**src/rtl/bemf_stall_pkg.sv**
```systemverilog
package bemf_stall_pkg;
  typedef enum logic [1:0] {
    PH_IDLE  = 2'd0,
    PH_ACCEL = 2'd1,
    PH_CONST = 2'd2,
    PH_DECEL = 2'd3
  } phase_e;

  // strobes from control to datapath
  typedef struct packed {
    logic take;     // accept sampleIn this edge
    logic restart;  // empty the average history
    logic clear;    // status read
  } ctrl_s;
endpackage

```
**src/rtl/bemf_stall_ctrl.sv**
```systemverilog
module bemf_stall_ctrl
  import bemf_stall_pkg::*;
#(
  parameter int DLY_UNIT = 1000
) (
  input  logic       clk,
  input  logic       rstN,
  input  logic       zeroCross,
  input  logic [1:0] phase,
  input  logic       fullStep,
  input  logic       dutyFull,
  input  logic       statusRd,
  input  logic [3:0] absIdx,
  input  logic [3:0] delIdx,
  input  logic [2:0] delaySel,
  input  logic [2:0] armSteps,
  input  logic       fullDutyEn,
  output ctrl_s      strobe
);
  localparam int MAX_DLY = DLY_UNIT * 9;
  localparam int CNT_W   = $clog2(MAX_DLY + 1);

  logic [CNT_W-1:0] dlyLimit;
  logic [CNT_W-1:0] dlyCnt;
  logic             dlyBusy;
  logic [2:0]       stepCnt;
  logic             inConst, armed, enabled, veto, expire;

  assign dlyLimit = CNT_W'(DLY_UNIT * (int'(delaySel) + 2));
  assign inConst  = (phase_e'(phase) == PH_CONST);
  assign armed    = inConst && (stepCnt >= armSteps);
  assign enabled  = (absIdx != 4'd0) || (delIdx != 4'd0);
  assign veto     = fullDutyEn && dutyFull;
  assign expire   = dlyBusy && (dlyCnt == '0);

  // sample delay timer, restarted by every zero crossing
  always_ff @(posedge clk or negedge rstN) begin
    if (!rstN) begin
      dlyBusy <= 1'b0;
      dlyCnt  <= '0;
    end else if (zeroCross) begin
      dlyBusy <= 1'b1;
      dlyCnt  <= dlyLimit - CNT_W'(1);
    end else if (expire) begin
      dlyBusy <= 1'b0;
    end else if (dlyBusy) begin
      dlyCnt  <= dlyCnt - CNT_W'(1);
    end
  end

  // full steps counted since constant speed began, saturating
  always_ff @(posedge clk or negedge rstN) begin
    if (!rstN)                              stepCnt <= '0;
    else if (!inConst)                      stepCnt <= '0;
    else if (fullStep && stepCnt < armSteps) stepCnt <= stepCnt + 3'd1;
  end

  assign strobe.take    = expire && !zeroCross && armed && enabled && !veto;
  assign strobe.restart = !armed;
  assign strobe.clear   = statusRd;
endmodule

```
**src/rtl/bemf_stall_dp.sv**
```systemverilog
module bemf_stall_dp
  import bemf_stall_pkg::*;
#(
  parameter int SAMPLE_W = 8,
  parameter int AVG_LOG2 = 3,
  parameter int ABS_STEP = 16,
  parameter int DEL_STEP = 8
) (
  input  logic                clk,
  input  logic                rstN,
  input  ctrl_s               strobe,
  input  logic [SAMPLE_W-1:0] sampleIn,
  input  logic                positioning,
  input  logic [3:0]          absIdx,
  input  logic [3:0]          delIdx,
  output logic                stallDeltaLo,
  output logic                stallDeltaHi,
  output logic                stallAbs,
  output logic                stallAny,
  output logic                stepLoss,
  output logic                hardStopReq
);
  localparam int DEPTH = 1 << AVG_LOG2;
  localparam int SUM_W = SAMPLE_W + AVG_LOG2;
  localparam int CMP_W = SUM_W + 8;

  logic [SAMPLE_W-1:0] win [DEPTH];
  logic [SUM_W-1:0]    sum;
  logic [AVG_LOG2:0]   fillCnt;
  logic                full;
  logic [CMP_W-1:0]    samp, avg, absThr, delThr;
  logic                hitLo, hitHi, hitAbs, hitAny;

  assign full   = (fillCnt == (AVG_LOG2 + 1)'(DEPTH));
  assign samp   = CMP_W'(sampleIn);
  assign avg    = CMP_W'(sum >> AVG_LOG2);
  assign absThr = CMP_W'(absIdx) * CMP_W'(ABS_STEP);
  assign delThr = CMP_W'(delIdx) * CMP_W'(DEL_STEP);
  assign hitLo  = (delIdx != 4'd0) && full && (samp + delThr < avg);
  assign hitHi  = (delIdx != 4'd0) && full && (samp > avg + delThr);
  assign hitAbs = (absIdx != 4'd0) && (samp < absThr);
  assign hitAny = hitLo || hitHi || hitAbs;

  // history window, newest in slot 0
  always_ff @(posedge clk or negedge rstN) begin
    if (!rstN)               win[0] <= '0;
    else if (strobe.restart) win[0] <= '0;
    else if (strobe.take)    win[0] <= sampleIn;
  end

  for (genvar i = 1; i < DEPTH; i++) begin : g_win
    always_ff @(posedge clk or negedge rstN) begin
      if (!rstN)               win[i] <= '0;
      else if (strobe.restart) win[i] <= '0;
      else if (strobe.take)    win[i] <= win[i-1];
    end
  end

  // running sum; emptied slots hold zero so the oldest is always subtracted
  always_ff @(posedge clk or negedge rstN) begin
    if (!rstN) begin
      sum     <= '0;
      fillCnt <= '0;
    end else if (strobe.restart) begin
      sum     <= '0;
      fillCnt <= '0;
    end else if (strobe.take) begin
      sum <= sum + SUM_W'(sampleIn) - SUM_W'(win[DEPTH-1]);
      if (!full) fillCnt <= fillCnt + (AVG_LOG2 + 1)'(1);
    end
  end

  // sticky flags: a new detection beats a clear in the same cycle
  always_ff @(posedge clk or negedge rstN) begin
    if (!rstN) begin
      stallDeltaLo <= 1'b0;
      stallDeltaHi <= 1'b0;
      stallAbs     <= 1'b0;
      stallAny     <= 1'b0;
      stepLoss     <= 1'b0;
      hardStopReq  <= 1'b0;
    end else begin
      stallDeltaLo <= (stallDeltaLo && !strobe.clear) || (strobe.take && hitLo);
      stallDeltaHi <= (stallDeltaHi && !strobe.clear) || (strobe.take && hitHi);
      stallAbs     <= (stallAbs && !strobe.clear) || (strobe.take && hitAbs);
      stallAny     <= (stallAny && !strobe.clear) || (strobe.take && hitAny);
      stepLoss     <= (stepLoss && !strobe.clear) || (strobe.take && hitAny && positioning);
      hardStopReq  <= strobe.take && hitAny && positioning;
    end
  end
endmodule

```
**src/rtl/bemf_stall_top.sv**
```systemverilog
module bemf_stall_top
  import bemf_stall_pkg::*;
#(
  parameter int SAMPLE_W = 8,
  parameter int AVG_LOG2 = 3,
  parameter int ABS_STEP = 16,
  parameter int DEL_STEP = 8,
  parameter int DLY_UNIT = 1000
) (
  input  logic                clk,
  input  logic                rstN,
  input  logic                zeroCross,
  input  logic [SAMPLE_W-1:0] sampleIn,
  input  logic [1:0]          phase,
  input  logic                fullStep,
  input  logic                dutyFull,
  input  logic                positioning,
  input  logic                statusRd,
  input  logic [3:0]          absIdx,
  input  logic [3:0]          delIdx,
  input  logic [2:0]          delaySel,
  input  logic [2:0]          armSteps,
  input  logic                fullDutyEn,
  output logic                stallDeltaLo,
  output logic                stallDeltaHi,
  output logic                stallAbs,
  output logic                stallAny,
  output logic                stepLoss,
  output logic                hardStopReq
);
  ctrl_s strobe;

  bemf_stall_ctrl #(.DLY_UNIT(DLY_UNIT)) u_ctrl (
    .clk(clk), .rstN(rstN), .zeroCross(zeroCross), .phase(phase),
    .fullStep(fullStep), .dutyFull(dutyFull), .statusRd(statusRd),
    .absIdx(absIdx), .delIdx(delIdx), .delaySel(delaySel),
    .armSteps(armSteps), .fullDutyEn(fullDutyEn), .strobe(strobe)
  );

  bemf_stall_dp #(
    .SAMPLE_W(SAMPLE_W), .AVG_LOG2(AVG_LOG2),
    .ABS_STEP(ABS_STEP), .DEL_STEP(DEL_STEP)
  ) u_dp (
    .clk(clk), .rstN(rstN), .strobe(strobe), .sampleIn(sampleIn),
    .positioning(positioning), .absIdx(absIdx), .delIdx(delIdx),
    .stallDeltaLo(stallDeltaLo), .stallDeltaHi(stallDeltaHi),
    .stallAbs(stallAbs), .stallAny(stallAny), .stepLoss(stepLoss),
    .hardStopReq(hardStopReq)
  );
endmodule

```
**config.mk**
```make
export PLATFORM = sky130hd
export DESIGN_NAME = bemf_stall_top
export DESIGN_NICKNAME = d
export VERILOG_FILES = /design/src/rtl/bemf_stall_pkg.sv /design/src/rtl/bemf_stall_ctrl.sv /design/src/rtl/bemf_stall_dp.sv /design/src/rtl/bemf_stall_top.sv
export SDC_FILE = /design/constraint.sdc
export NUM_CORES = 1
export LEC_CHECK = 0
export BUFFER_PORTS_ARGS = -buffer_cell sky130_fd_sc_hd__buf_2
export CAP_MARGIN = 20
export CORE_UTILIZATION = 45
export DETAILED_ROUTE_END_ITERATION = 10
export MAX_ROUTING_LAYER = met4
export SLEW_MARGIN = 0
export SYNTH_ARGS = -nofsm -noshare
export SYNTH_HDL_FRONTEND = slang
export SYNTH_HIERARCHICAL = 1
export SYNTH_SLANG_ARGS = --single-unit
```
**constraint.sdc**
```tcl
create_clock -name clk -period 4.7 [get_ports clk]
set_clock_uncertainty 0.2 [all_clocks]
set_input_delay 0.47 -clock clk [delete_from_list [all_inputs] [get_ports clk]]
set_output_delay 0.47 -clock clk [all_outputs]
set_load 0.01 [all_outputs]
```
Yosys cells after proc, flatten, opt, wreduce, memory -nomap -nowiden. Cells that the tools add are included.

Flip-flop bits (word level): 103. Input port bits: 32. Output and inout port bits: 6.

Add/subtract/negate cells: 9. Multiply operators: 1. Order comparisons: 5. Eq/ne operators: 6. Mux-type cells: 28. Reductions and logical operators: 40.

Operator list (count): 2-to-1 mux 8 bit (16); 2-to-1 mux 14 bit (3); multiplier 8 x 32 -> 11 bit, first input constant (1); subtractor 14 x 1 -> 14 bit, second input constant (2); logical AND 1 bit (22); 2-to-1 mux 11 bit (2); greater-than comparator 8 x 19 -> 1 bit (1); less-than comparator 19 x 8 -> 1 bit (1); adder 8 x 7 -> 9 bit (2); logical NOT 14 bit (1); 2-to-1 mux 4 bit (3); adder 11 x 8 -> 11 bit (1); subtractor 11 x 8 -> 11 bit (1); logical OR 1 bit (8); less-than comparator 8 bit (1); nonzero test 4 bit (2); 2-to-1 mux 3 bit (2); inequality test 2 bit, second input constant (3); adder 3 x 2 -> 4 bit, second input constant (1); adder 4 x 1 -> 4 bit, second input constant (1); equality test 4 bit, second input constant (1); AND reduction 2 bit (2); nonzero test 2 bit (2); adder 3 x 1 -> 3 bit, second input constant (1); other kinds (6) (9).

Logic depth before layout (Yosys ltp).
Depth after elaboration: 9. Gate-level depth with buffers: 13.

Cells and area by module. Netlist, hierarchy kept.

Modules (own cells, without submodules): bemf_stall_dp (instances 1, cells each 471, area each 4882.2 um^2); bemf_stall_ctrl (instances 1, cells each 182, area each 1677.9 um^2).

Least setup slack after synthesis. No wires, ideal clock.

Path type: in2reg. Start point: input delaySel[2]. End point: register u_ctrl.dlyCnt[13]. Setup time: 140 ps. Arrival time: 3197 ps. Data required time: 4360 ps. Setup slack: 1163 ps. Cell stages on the path: 10. Cells stage by stage: inv_1 -> ha_1 -> xnor2_1 -> fa_1 -> fa_1 -> nand4b_1 -> or4_1 -> a2111oi_2 -> xnor2_1 -> mux2i_1.

Word-level cells in the longest chain between the ends: 4.

Ends and longest elaborated chain: start: declaration (RTL line bemf_stall_top.sv:21) `input logic [2:0] delaySel,`; adder 3 x 2 -> 4 bit (RTL line bemf_stall_ctrl.sv:29) `assign dlyLimit = CNT_W'(DLY_UNIT * (int'(delaySel) + 2));`; multiplier 8 x 32 -> 11 bit (RTL line bemf_stall_ctrl.sv:29); subtractor 14 x 1 -> 14 bit (RTL line bemf_stall_ctrl.sv:43) `dlyCnt <= dlyLimit - CNT_W'(1);`; 2-to-1 mux 14 bit (RTL line bemf_stall_ctrl.sv:41) `end else if (zeroCross) begin`; end signal: assignment (RTL line bemf_stall_ctrl.sv:43); end signal: assignment (RTL line bemf_stall_ctrl.sv:47) `dlyCnt <= dlyCnt - CNT_W'(1);`; end: declaration (RTL line bemf_stall_ctrl.sv:24) `logic [CNT_W-1:0] dlyCnt;`.

Every way passes these cells. A chain may end at the register's enable or synchronous reset.

Worst setup path in the final report.
Start point: input delaySel[1]. End point: register u_ctrl.dlyCnt[13].

The elaborated chain is that of the path after synthesis.

==> results.md <==
- Status: completed
- DR DRC count: 0
- Vias after detailed routing: 4657
- Area grow syn2layout: 9.54%
- Leakage: 3.16 nW
- Rows: 43
- Clk sink count: 103
- IO Count: 38
- Final worst-path cycle share: 0.766
- Warnings from Yosys: 6
- Most frequent cells in the layout: 103 x dfrtp_1, 99 x nor2_1, 79 x mux2i_1, 61 x inv_1, 56 x ha_1
- Post-synth EDFFs: 0
- Power Internal: 1.41 mW
- Crit path max fanout: 10
- WL/cell: 14.5 microns
- Maximum VDD drop: 0.163 mV
- I/O Buffers: 37
- First-pass GRT wire length: 21.3 mm
- Initial Utilization: 0.467
- Crit start category: primary input
- DP Area: 6890 sq um
- Prevailing post-synth register cell: dfrtp_1
- Clk_lat worst skew: 0.35 ns
- Tmin final: 3.60 ns
- Maxcap violations: 0
- Seq pwr share: 0.474
- Worst setup path start: delaySel[1]
- Post-synth ARST share: 1.00
- Drt via density: 5.37
- DRT antenna net count: 0
- Final Hold Slack: 0.0482 ns
- Post-route cell area: 7190 sq um
- DIE AREA: 15100 sq um
- CORE AREA: 14000 sq um
- Placer Congestion: 0.876
- Gr ovfl total: 0
- Clock slew at reported path FFs: 0.07 ns
- CTS root buf: clkbuf_16
- Critical path class: in2reg
- Slew margin rel.: 0.313
- Sw Share: 0.283
- Die X: 123 microns
- Proportion of layout cells with a drive suffix above 1: 0.0988
- Diodes inserted: 0
- Gate power share: 0.155
- F_max: 278 MHz
- 1st-iter DRT viols: 385
- CTS Buffer Depth: 2
- #FFs+latches synth: 103
- Final Hold Fails: 0
- Cells after Synth: 653
- Hold Buf Count CTS: 0
- NetSw: 0.558 mW
- Hold Path Class: in2async
- H-tree Lvls: 3
- CP Capture Type: flop
- Critical Path AT: 3.63 ns
- Mapped Area: 6560 sq um
- Slew Limit Fails: 0
- Worst slew pin tran: 1.03 ns
- Cell area power density: 274 nW/um^2
- Synthesized area per cell: 10.0 sq um
- Most common cell after layout, fill and taps aside: dfrtp_1
- Fill count: 1287
- Clock power share: 0.372
- Final nets: 784
- Sequential-to-total area share from yosys stat: 0.393
- Yosys cell types: 60
- Worst r2r src: u_ctrl/dlyCnt[2]$_DFFE_PN0P_
- TNS Setup: 0 ns
- Die Height: 123 microns
- Seq. cell area: 2580 sq um
- Post-layout util: 0.512
- Tot GR Track Use: 0.186
- Antenna violations before repair: 0
- RSZ-0062 raised after global routing: false
- Footprint of the multi-input gates: 3640 sq um
- R2R cell count: 7
- Detailed Place HPWL: 9.09 mm
- Post-CTS sizing: 0
- Vias in the first global route: 4478
- TritonCTS clock tree: yes
- Setup ws final: 1.10 ns
- Crit path required time: 4.72 ns
- Pre-CTS setup slack: 0.708 ns
- Synth Net Count: 754
- Final setup vio count: 0
- Post-CTS setup buffer count: 0
- Total CTS buffers: 9
- Drt total wl: 12.6 mm
- First-pass DRT Iterations: 5
- Largest net degree at the start of global routing: 83
==> critical path: stages <==
cell and delay [ns]:
buf_2 0.21, inv_1 0.09, ha_1 0.37, xnor2_1 0.21, fa_1 0.50, fa_1 0.52, nand4b_1 0.23, or4_1 0.52
a2111oi_2 0.26, xnor2_1 0.16, mux2i_1 0.09
==> cell type report <==
type | count | area share
sequential | 103 | 0.359
multi-input combinational | 467 | 0.507
tap | 180 | 0.0313
clock buffer | 10 | 0.0319
clock inverter | 6 | 0.00888
timing repair buffer | 41 | 0.0303
inverter | 61 | 0.0319
==> synthesized netlist by cell type (5+ instances only) <==
library cell,number,area share
clkbuf_1,10,0.0057
a211oi_1,5,0.0057
xor2_1,16,0.021
a21o_1,7,0.0080
nand3b_1,5,0.0057
nand3_1,12,0.0092
fa_1,13,0.040
ha_1,56,0.11
inv_1,61,0.035
nor2_1,99,0.057
nand2b_1,8,0.0076
or4_1,6,0.0069
a21oi_1,20,0.015
nor3_1,6,0.0046
mux2i_1,79,0.12
o21a_1,5,0.0057
dfrtp_1,103,0.39
nor4_1,6,0.0057
buf_2,7,0.0053
nor2b_1,10,0.0095
nand4_1,8,0.0076
xnor2_1,18,0.024
o21ai_0,16,0.012
nand2_1,17,0.0097
==> routing by layer <==
layer | part of all wire | wire length [microns] | global-route usage | vias up
met1 | 0.50 | 6280 | 0.249 | 2267
met5 | 0 | 0 | - | -
met2 | 0.46 | 5750 | 0.286 | 65
met4 | 0.016 | 197 | 0.0595 | 0
met3 | 0.028 | 353 | 0.0330 | 15
li1 | - | - | - | 2310
==> flip-flops by register name (all words and copies together) (netlist names) <==
| register | flops |
|---|---|
| u_dp/stallDeltaLo | 1 |
| u_dp/hardStopReq | 1 |
| u_dp/stallAny | 1 |
| u_ctrl/dlyBusy | 1 |
| u_dp/stepLoss | 1 |
| u_ctrl/stepCnt | 3 |
| u_dp/stallAbs | 1 |
| u_dp/stallDeltaHi | 1 |
| u_ctrl/dlyCnt | 14 |
| u_dp/win | 64 |
| u_dp/sum | 11 |
| u_dp/fillCnt | 4 |
==> power by group through the flow <==
stage	Clock (mW)	Combinational (mW)	Sequential [mW]
detailed placement	0	0.305	0.949
finish	0.731	0.304	0.932
global placement	0	0.294	0.948
global route	0.795	0.347	0.936
floorplan	0	0.216	0.943
CTS	0.762	0.308	0.932
==> path summary, 6_finish.rpt <==
kind	endpoint	slack, ns
setup reg to reg	u_dp/fillCnt[1]$_DFFE_PN0P_	1.45
max in group asynchronous	u_dp/win[59]$_DFFE_PN0P_	3.30
min in group clk	u_dp/stallDeltaLo$_DFF_PN0_	0.15
hold reg to reg	u_dp/stallAbs$_DFF_PN0_	0.28
hold / removal	u_dp/stallDeltaLo$_DFF_PN0_	0.05
setup / recovery	u_ctrl/dlyCnt[13]$_DFFE_PN0P_	1.10
==> per-stage QoR <==
step           cells  total power, mW
2_1_floorplan    653             1.16
6_report         868             1.97
3_5_place_dp     852             1.25
4_1_cts          868             2.00
3_3_place_gp     852             1.24
5_1_grt          868             2.08
==> cell families after synthesis <==
family / Yosys count / synth area share
flip-flops: 103 / 0.393
XOR/XNOR: 34 / 0.0454
AND/OR/NAND/NOR: 198 / 0.147
buffers and inverters: 83 / 0.0525
adder cells (fa/ha/maj): 69 / 0.146
multiplexers: 79 / 0.121
AO/OA/AOI/OAI: 87 / 0.0948
No activity file was read; power rests on OpenSTA's default activity.
